==> src/rtl/spp_pkg.sv <==
package spp_pkg;

    typedef enum logic [1:0] {
        REG_DIR = 2'd0,
        REG_LAT = 2'd1,
        REG_PIN = 2'd2,
        REG_CTL = 2'd3
    } spp_reg_e;

    localparam int CTL_RELEASE_BIT = 0;

    typedef struct packed {
        logic oe;
        logic dat;
    } spp_drive_t;

    function automatic spp_drive_t pick_drive(input logic periph_owns,
                                              input logic periph_dat,
                                              input logic dir_in,
                                              input logic lat_bit);
        spp_drive_t d;
        if (periph_owns) begin
            d.oe  = 1'b1;
            d.dat = periph_dat;
        end else begin
            d.oe  = ~dir_in;
            d.dat = lat_bit;
        end
        return d;
    endfunction

    function automatic logic feed_periph(input logic pin_lvl,
                                         input logic periph_owns,
                                         input logic dir_in);
        return pin_lvl & (periph_owns | dir_in);
    endfunction

endpackage

==> src/rtl/spp_sync.sv <==
module spp_sync #(
    parameter int NPIN = 8
) (
    input  logic            clk,
    input  logic            rst,
    input  logic [NPIN-1:0] raw_in,
    output logic [NPIN-1:0] sync_out
);
    logic [NPIN-1:0] stage1_q;
    logic [NPIN-1:0] stage2_q;

    always_ff @(posedge clk) begin
        if (rst) begin
            stage1_q <= '0;
            stage2_q <= '0;
        end else begin
            stage1_q <= raw_in;
            stage2_q <= stage1_q;
        end
    end

    assign sync_out = stage2_q;


    two_stage_chk: assert property (@(posedge clk) disable iff (rst)
        (!$past(rst) && !$past(rst, 2)) |-> (sync_out == $past(raw_in, 2)));

endmodule

==> src/rtl/spp_regs.sv <==
module spp_regs
    import spp_pkg::*;
#(
    parameter int              NPIN      = 8,
    parameter logic [NPIN-1:0] IMPL_MASK = '1
) (
    input  logic            clk,
    input  logic            rst,
    input  logic            bus_wr,
    input  logic            bus_rd,
    input  logic [1:0]      bus_addr,
    input  logic [NPIN-1:0] bus_wdata,
    input  logic [NPIN-1:0] pin_sync,
    input  logic            release_flag,
    output logic [NPIN-1:0] dir_q,
    output logic [NPIN-1:0] lat_q,
    output logic            release_clr,
    output logic [NPIN-1:0] bus_rdata
);
    spp_reg_e        sel;
    logic [NPIN-1:0] wmask;
    logic [NPIN-1:0] rd_mux;
    logic [NPIN-1:0] ctl_view;

    assign sel   = spp_reg_e'(bus_addr);
    assign wmask = bus_wdata & IMPL_MASK;

    always_ff @(posedge clk) begin
        if (rst) begin
            dir_q <= IMPL_MASK;
            lat_q <= '0;
        end else if (bus_wr) begin
            case (sel)
                REG_DIR: dir_q <= wmask;
                REG_LAT,
                REG_PIN: lat_q <= wmask;
                default: ;
            endcase
        end
    end

    assign release_clr = bus_wr && (sel == REG_CTL) && !bus_wdata[CTL_RELEASE_BIT];

    always_comb begin
        ctl_view = '0;
        ctl_view[CTL_RELEASE_BIT] = release_flag;
    end

    always_comb begin
        case (sel)
            REG_DIR: rd_mux = dir_q;
            REG_LAT: rd_mux = lat_q;
            REG_PIN: rd_mux = pin_sync & IMPL_MASK;
            default: rd_mux = ctl_view;
        endcase
    end

    always_ff @(posedge clk) begin
        if (rst)         bus_rdata <= '0;
        else if (bus_rd) bus_rdata <= rd_mux;
    end


    reset_state_chk: assert property (@(posedge clk)
        $past(rst) |-> (dir_q == IMPL_MASK && lat_q == '0));


    read_latency_chk: assert property (@(posedge clk) disable iff (rst)
        (bus_rd && bus_addr == 2'd1) |=> (bus_rdata == $past(lat_q)));


    unimpl_regs_chk: assert property (@(posedge clk) disable iff (rst)
        ((dir_q | lat_q) & ~IMPL_MASK) == '0);

endmodule

==> src/rtl/spp_pinmux.sv <==
module spp_pinmux
    import spp_pkg::*;
#(
    parameter int              NPIN      = 8,
    parameter logic [NPIN-1:0] IMPL_MASK = '1
) (
    input  logic [NPIN-1:0] dir_q,
    input  logic [NPIN-1:0] lat_q,
    input  logic [NPIN-1:0] pin_sync,
    input  logic [NPIN-1:0] periph_en,
    input  logic [NPIN-1:0] periph_oe,
    input  logic [NPIN-1:0] periph_out,
    output logic [NPIN-1:0] live_oe,
    output logic [NPIN-1:0] live_out,
    output logic [NPIN-1:0] periph_in
);
    for (genvar i = 0; i < NPIN; i++) begin : g_pin
        if (IMPL_MASK[i]) begin : g_impl
            logic       owns;
            spp_drive_t drv;
            assign owns         = periph_en[i] & periph_oe[i];
            assign drv          = pick_drive(owns, periph_out[i], dir_q[i], lat_q[i]);
            assign live_oe[i]   = drv.oe;
            assign live_out[i]  = drv.dat;
            assign periph_in[i] = feed_periph(pin_sync[i], owns, dir_q[i]);
        end else begin : g_absent
            assign live_oe[i]   = 1'b0;
            assign live_out[i]  = 1'b0;
            assign periph_in[i] = 1'b0;
        end
    end

endmodule

==> src/rtl/spp_retain.sv <==
module spp_retain #(
    parameter int NPIN = 8
) (
    input  logic            clk,
    input  logic            rst,
    input  logic            retain,
    input  logic            release_clr,
    input  logic [NPIN-1:0] live_oe,
    input  logic [NPIN-1:0] live_out,
    output logic            release_flag,
    output logic            hold,
    output logic [NPIN-1:0] pad_oe,
    output logic [NPIN-1:0] pad_out
);
    logic [NPIN-1:0] cap_oe;
    logic [NPIN-1:0] cap_out;

    always_ff @(posedge clk) begin
        if (rst)              release_flag <= 1'b0;
        else if (retain)      release_flag <= 1'b1;
        else if (release_clr) release_flag <= 1'b0;
    end

    assign hold = retain | release_flag;

    always_ff @(posedge clk) begin
        if (rst) begin
            cap_oe  <= '0;
            cap_out <= '0;
        end else if (!hold) begin
            cap_oe  <= live_oe;
            cap_out <= live_out;
        end
    end

    assign pad_oe  = hold ? cap_oe  : live_oe;
    assign pad_out = hold ? cap_out : live_out;


    release_only_by_sw_chk: assert property (@(posedge clk) disable iff (rst)
        ($past(release_flag) && !release_flag) |-> ($past(release_clr) && !$past(retain)));

endmodule

==> src/rtl/shared_pin_port.sv <==
module shared_pin_port
    import spp_pkg::*;
#(
    parameter int              NPIN      = 8,
    parameter logic [NPIN-1:0] IMPL_MASK = 8'hBF
) (
    input  logic            clk,
    input  logic            rst,
    input  logic            bus_wr,
    input  logic            bus_rd,
    input  logic [1:0]      bus_addr,
    input  logic [NPIN-1:0] bus_wdata,
    output logic [NPIN-1:0] bus_rdata,
    input  logic [NPIN-1:0] periph_en,
    input  logic [NPIN-1:0] periph_oe,
    input  logic [NPIN-1:0] periph_out,
    output logic [NPIN-1:0] periph_in,
    input  logic [NPIN-1:0] pad_in,
    output logic [NPIN-1:0] pad_oe,
    output logic [NPIN-1:0] pad_out,
    input  logic            retain
);
    logic [NPIN-1:0] pin_sync;
    logic [NPIN-1:0] dir_q;
    logic [NPIN-1:0] lat_q;
    logic [NPIN-1:0] live_oe;
    logic [NPIN-1:0] live_out;
    logic            release_clr;
    logic            release_flag;
    logic            hold;
    logic [NPIN-1:0] owned;

    spp_sync #(.NPIN(NPIN)) u_sync (
        .clk      (clk),
        .rst      (rst),
        .raw_in   (pad_in),
        .sync_out (pin_sync)
    );

    spp_regs #(.NPIN(NPIN), .IMPL_MASK(IMPL_MASK)) u_regs (
        .clk          (clk),
        .rst          (rst),
        .bus_wr       (bus_wr),
        .bus_rd       (bus_rd),
        .bus_addr     (bus_addr),
        .bus_wdata    (bus_wdata),
        .pin_sync     (pin_sync),
        .release_flag (release_flag),
        .dir_q        (dir_q),
        .lat_q        (lat_q),
        .release_clr  (release_clr),
        .bus_rdata    (bus_rdata)
    );

    spp_pinmux #(.NPIN(NPIN), .IMPL_MASK(IMPL_MASK)) u_mux (
        .dir_q      (dir_q),
        .lat_q      (lat_q),
        .pin_sync   (pin_sync),
        .periph_en  (periph_en),
        .periph_oe  (periph_oe),
        .periph_out (periph_out),
        .live_oe    (live_oe),
        .live_out   (live_out),
        .periph_in  (periph_in)
    );

    spp_retain #(.NPIN(NPIN)) u_hold (
        .clk          (clk),
        .rst          (rst),
        .retain       (retain),
        .release_clr  (release_clr),
        .live_oe      (live_oe),
        .live_out     (live_out),
        .release_flag (release_flag),
        .hold         (hold),
        .pad_oe       (pad_oe),
        .pad_out      (pad_out)
    );

    assign owned = periph_en & periph_oe & IMPL_MASK;


    periph_owns_chk: assert property (@(posedge clk) disable iff (rst)
        !hold |-> (((pad_oe & owned) == owned) && ((pad_out & owned) == (periph_out & owned))));


    no_loop_through_chk: assert property (@(posedge clk) disable iff (rst)
        (periph_in & ~dir_q & ~owned) == '0);


    unimpl_pins_chk: assert property (@(posedge clk) disable iff (rst)
        ((pad_oe | pad_out | periph_in) & ~IMPL_MASK) == '0);


    hold_stable_chk: assert property (@(posedge clk) disable iff (rst)
        (hold && $past(hold) && !$past(rst)) |-> ($stable(pad_oe) && $stable(pad_out)));

endmodule

==> config.mk <==
export PLATFORM = sky130hd
export DESIGN_NAME = shared_pin_port
export DESIGN_NICKNAME = d
export VERILOG_FILES = /design/src/rtl/spp_pkg.sv /design/src/rtl/spp_sync.sv /design/src/rtl/spp_regs.sv /design/src/rtl/spp_pinmux.sv /design/src/rtl/spp_retain.sv /design/src/rtl/shared_pin_port.sv
export SDC_FILE = /design/constraint.sdc
export NUM_CORES = 1
export LEC_CHECK = 0
export ABC_AREA = 1
export BUFFER_PORTS_ARGS = -buffer_cell sky130_fd_sc_hd__buf_2
export CAP_MARGIN = 15
export CELL_PAD_IN_SITES_DETAIL_PLACEMENT = 0
export CELL_PAD_IN_SITES_GLOBAL_PLACEMENT = 1
export CORE_AREA = 2 2 108 110
export CTS_CLUSTER_SIZE = 28
export DETAILED_ROUTE_END_ITERATION = 16
export DIE_AREA = 0 0 110 112
export GPL_ROUTABILITY_DRIVEN = 0
export GPL_TIMING_DRIVEN = 1
export PLACE_DENSITY = 0.54
export SYNTH_ARGS = -nofsm -noshare
export SYNTH_HDL_FRONTEND = slang
export SYNTH_HIERARCHICAL = 1
export SYNTH_SLANG_ARGS = --single-unit
==> constraint.sdc <==
create_clock -name clk -period 1.1 [get_ports clk]
set_input_delay 0.11 -clock clk [delete_from_list [all_inputs] [get_ports clk]]
set_output_delay 0.11 -clock clk [all_outputs]
set_load 0.01 [all_outputs]
-- Word-level counts from Yosys, hierarchy flattened
Cells that the tools add are included.
- order comparisons: 0
- div/mod/pow operators: 0
- shift-type cells: 0
- mux-type cells: 12
- bitwise logic cells: 29
- multiply operators: 0
- eq/ne operators: 3
- $add $sub $neg: 0
- reduce and logical (&&, ||, !) cells: 8
- operator list (cell ; number):
    8-bit case mux with 3 select lines ; 1
    8-bit two-way mux ; 2
    1-bit bitwise AND ; 14
    2-bit two-way mux ; 7
    1-bit OR ; 8
    1-bit inverter ; 7
    2-bit equality test, second input constant ; 2
    2-bit AND reduction ; 2
    2-bit by 1-bit equality test with 1-bit output, second input constant ; 1
    1-bit logical AND ; 2
    2-bit zero test ; 1
    1-bit two-way mux ; 2
    2-bit nonzero test ; 1
    2-bit OR reduction ; 1
    1-bit zero test ; 1
- word-level logic and storage cells: 60
- input bits: 47
- bits in writable memories: 0
- bits in registers: 55
- bits in latches: 0
- memories kept: 0
- ROM bits: 0

-- Depth between registers and ports, before layout
- depth after elaboration: 5
- gate-level depth with buffers: 7
- depth with buffers taken out: 7

-- Modules after synthesis
The synthesis kept the hierarchy.
- modules (own cells, without submodules) (module ; seq. area each (um^2) ; area an instance (um^2) ; cells an instance ; times used):
    spp_regs ; 420.4 ; 965.9 ; 138 ; 1
    spp_retain ; 340.3 ; 904.6 ; 141 ; 1
    spp_sync ; 320.3 ; 474.2 ; 50 ; 1
    spp_pinmux ; 0.0 ; 297.8 ; 60 ; 1

-- Worst setup path before layout
OpenSTA, ideal clock, no wires.
- path type: register to output
- start point: reg u_hold.release_flag
- end point: out pad_oe[0]
- path buffers: 2
- arrival: 882 ps
- stages on the path, launching flop included: 7
- path slack: 108 ps
- path through: dfxtp_1 buf_6 nor2_8 buf_12 nand2_1 nand2_1 inv_1
- word-level cells in the longest chain between the ends: 2
- ends and longest elaborated chain (item ; RTL line ; text):
    from (decl) ; spp_retain.sv:10 ; output logic release_flag,
    from (signal assigned) ; spp_retain.sv:19 ; if (rst) release_flag <= 1'b0;
    from (signal assigned) ; spp_retain.sv:20 ; else if (retain) release_flag <= 1'b1;
    from (signal assigned) ; spp_retain.sv:21 ; else if (release_clr) release_flag <= 1'b0;
    1-bit OR ; spp_retain.sv:24 ; assign hold = retain | release_flag;
    8-bit two-way mux ; - ;
    to (decl) ; shared_pin_port.sv:19 ; output logic [NPIN-1:0] pad_oe,
No other way between the ends.

-- Worst setup path after layout
- start point: reg u_hold.release_flag
- end point: out pad_oe[2]
The elaborated chain is that of the path after synthesis.

==> results.cfg <==
[drt]
first_pass_iters = 7
drt_iter0_drc = 67
vias = 2380
drc_errors = 0
routed_wl_um = 6850
vias_per_cell = 3.84
drt.antenna.violating_nets = 0
routedWlPerCell_um = 11.1

[min_path]
min_to = u_sync/stage1_q[1]
min_path_type = in2reg
hp-start = pad_in[1]
min_path_cells = 3

[pwr]
vdd_drop_max_mv = 0.563
leakage_nw = 1.89
total_power_mw = 4.67
power_density_nw_per_um2 = 1320

[global_routing]
grt_usage_pct = 11.3
grt_pass1_wl_um = 10800
antenna_found_initial = 0
grt.overflow.total = 0
grt_pass1_vias = 2174
grt_start_max_net_pins = 22

[sta]
setup_viol = 16
grt_setup_unrepaired = yes
slew_viol_final = 0
layout_setup_ws_ns = -0.248
finClkSkew_ns = 0.00531
fmax_ghz = 0.742
final.period_utilization_pct = 123
finalHoldViolCount = 0
layout_min_cycle_time_ns = 1.35

[die]
die_h_um = 112
std_cell_rows = 39
initial_utilization_pct = 23.0
die_area_um2 = 12300
io_pins = 79
chipWidth_um = 110
core_um2 = 11200

[final_layout]
syn_to_final_growth_pct = 38.0
nets = 526
drive_gt1_share_pct = 38.4
fillers = 1256
n_antenna_cell = 0
final_cell_area_um2 = 3540

[setup_path]
critPathRequiredTime_ns = 0.99
worst-r2r-setup-slack_ns = 0.01
timing.rr.start = u_hold/release_flag
reg2reg_depth = 6
crit_arrival_ns = 1.24
endpoint_kind = primary output
critPathLaunchType = flop
reg2reg_to = u_hold/cap_oe[1]
worstPathMaxFanout = 6
worstSetupPathType = reg2out

[clocking]
cts_max_level = 2
clk_latency_ns = 0.29
numCtsBuffers = 5
clock_sinks = 52
cts_tree = built
clockBufferDepth = 2
cts.reportedPaths.clkPinSlew_ns = 0.07
cts_root_buffer = clkbuf_16

[logic_synthesis]
netlist_area_um2 = 2570
avgSynthCellArea_um2 = 6.75
synthCells = 380
yosys_warnings = 6

[run_status]
violations = negative setup slack
status = complete, but fails checks

[placement]
dpl.hpwl_um = 5110
post-place-ws_ns = -0.0547
portBuffers = 71
postPlaceCellArea_um2 = 3090

[run]
drv_cap = 0
==> routing by layer <==
layer,track usage [%],wire length [um],up-vias,part of all wire (%)
met1,15.6,3320,1027,49
met3,2.58,394,5,5.8
met4,3.29,72,0,1.1
li1,-,-,1294,-
met5,0,0,-,0
met2,17.5,3060,54,45
==> worst max path at each step <==
stage | endpoint | startpoint | cells after the start
2_1_floorplan | pad_oe[0] | u_hold/release_flag | 6
3_3_place_gp | pad_out[3] | u_hold/release_flag | 5
3_5_place_dp | pad_out[3] | u_hold/release_flag | 5
4_1_cts | pad_oe[1] | u_hold/release_flag | 5
5_1_grt | pad_oe[5] | u_hold/release_flag | 6
6_report | pad_oe[2] | u_hold/release_flag | 5
==> critical path: stages (launching register included) <==
cell and delay, ns:
dfxtp_4 0.44, clkbuf_16 0.19, o21ai_2 0.05, nand2_1 0.10, inv_1 0.06, buf_6 0.11
==> registers in the layout, summed over array words and instances (netlist names) <==
name / count
u_hold/cap_oe: 8
u_hold/cap_out: 8
u_hold/release_flag: 1
u_regs/bus_rdata: 7
u_regs/dir_q: 7
u_regs/lat_q: 7
u_sync/stage1_q: 7
u_sync/sync_out: 7
==> stage by stage <==
step | TNS (ns) | utilization [%] | hold WS [ns] | std cells
6_report | -3.59 | 31.7 | 0.0154 | 619
3_5_place_dp | -0.365 | 27.7 | 0.318 | 596
3_3_place_gp | -0.273 | 27.7 | 0.322 | 596
4_1_cts | -3.90 | 30.0 | 0.00575 | 613
5_1_grt | -4.66 | 31.7 | 0.0192 | 619
2_1_floorplan | 0 | - | 0.217 | 382
==> repair_timing <==
action / in CTS / in global routing
setup buffers: 8 / 5
gates resized for setup: 20 / 44
hold buffers: 0 / 0
endpoints found under the setup margin: 27 / 24
gates cloned: 1 / 1
pin swaps: 5 / 27
==> area by class of cell <==
type                    count  area (um2)  area share (%)
multi-input cells         231        1160            32.7
clock buffers               5         125            3.53
repair buffers            101         678            19.2
well taps                 143         179            5.05
clock inverters             3        22.5           0.636
inverters                  84         318            8.98
flip-flops and latches     52        1060            30.0
==> where the power goes <==
| group | switching (mW) | leakage, nW | internal [mW] |
|---|---|---|---|
| sequential | 0.0716 | 0.429 | 2.01 |
| combinational | 0.540 | 1.38 | 0.460 |
| clock | 0.736 | 0.0742 | 0.853 |
| total | 1.35 | 1.89 | 3.32 |
==> layout by cell type, fill, tap and decap left out, drive strengths merged <==
cell	n
a21oi	15
buf	100
clkbuf	6
clkinv	2
conb	4
dfxtp	52
ha	4
inv	85
nand2	113
nand3	20
nor2	51
o21ai	24
(Power assumes the default switching activity.)
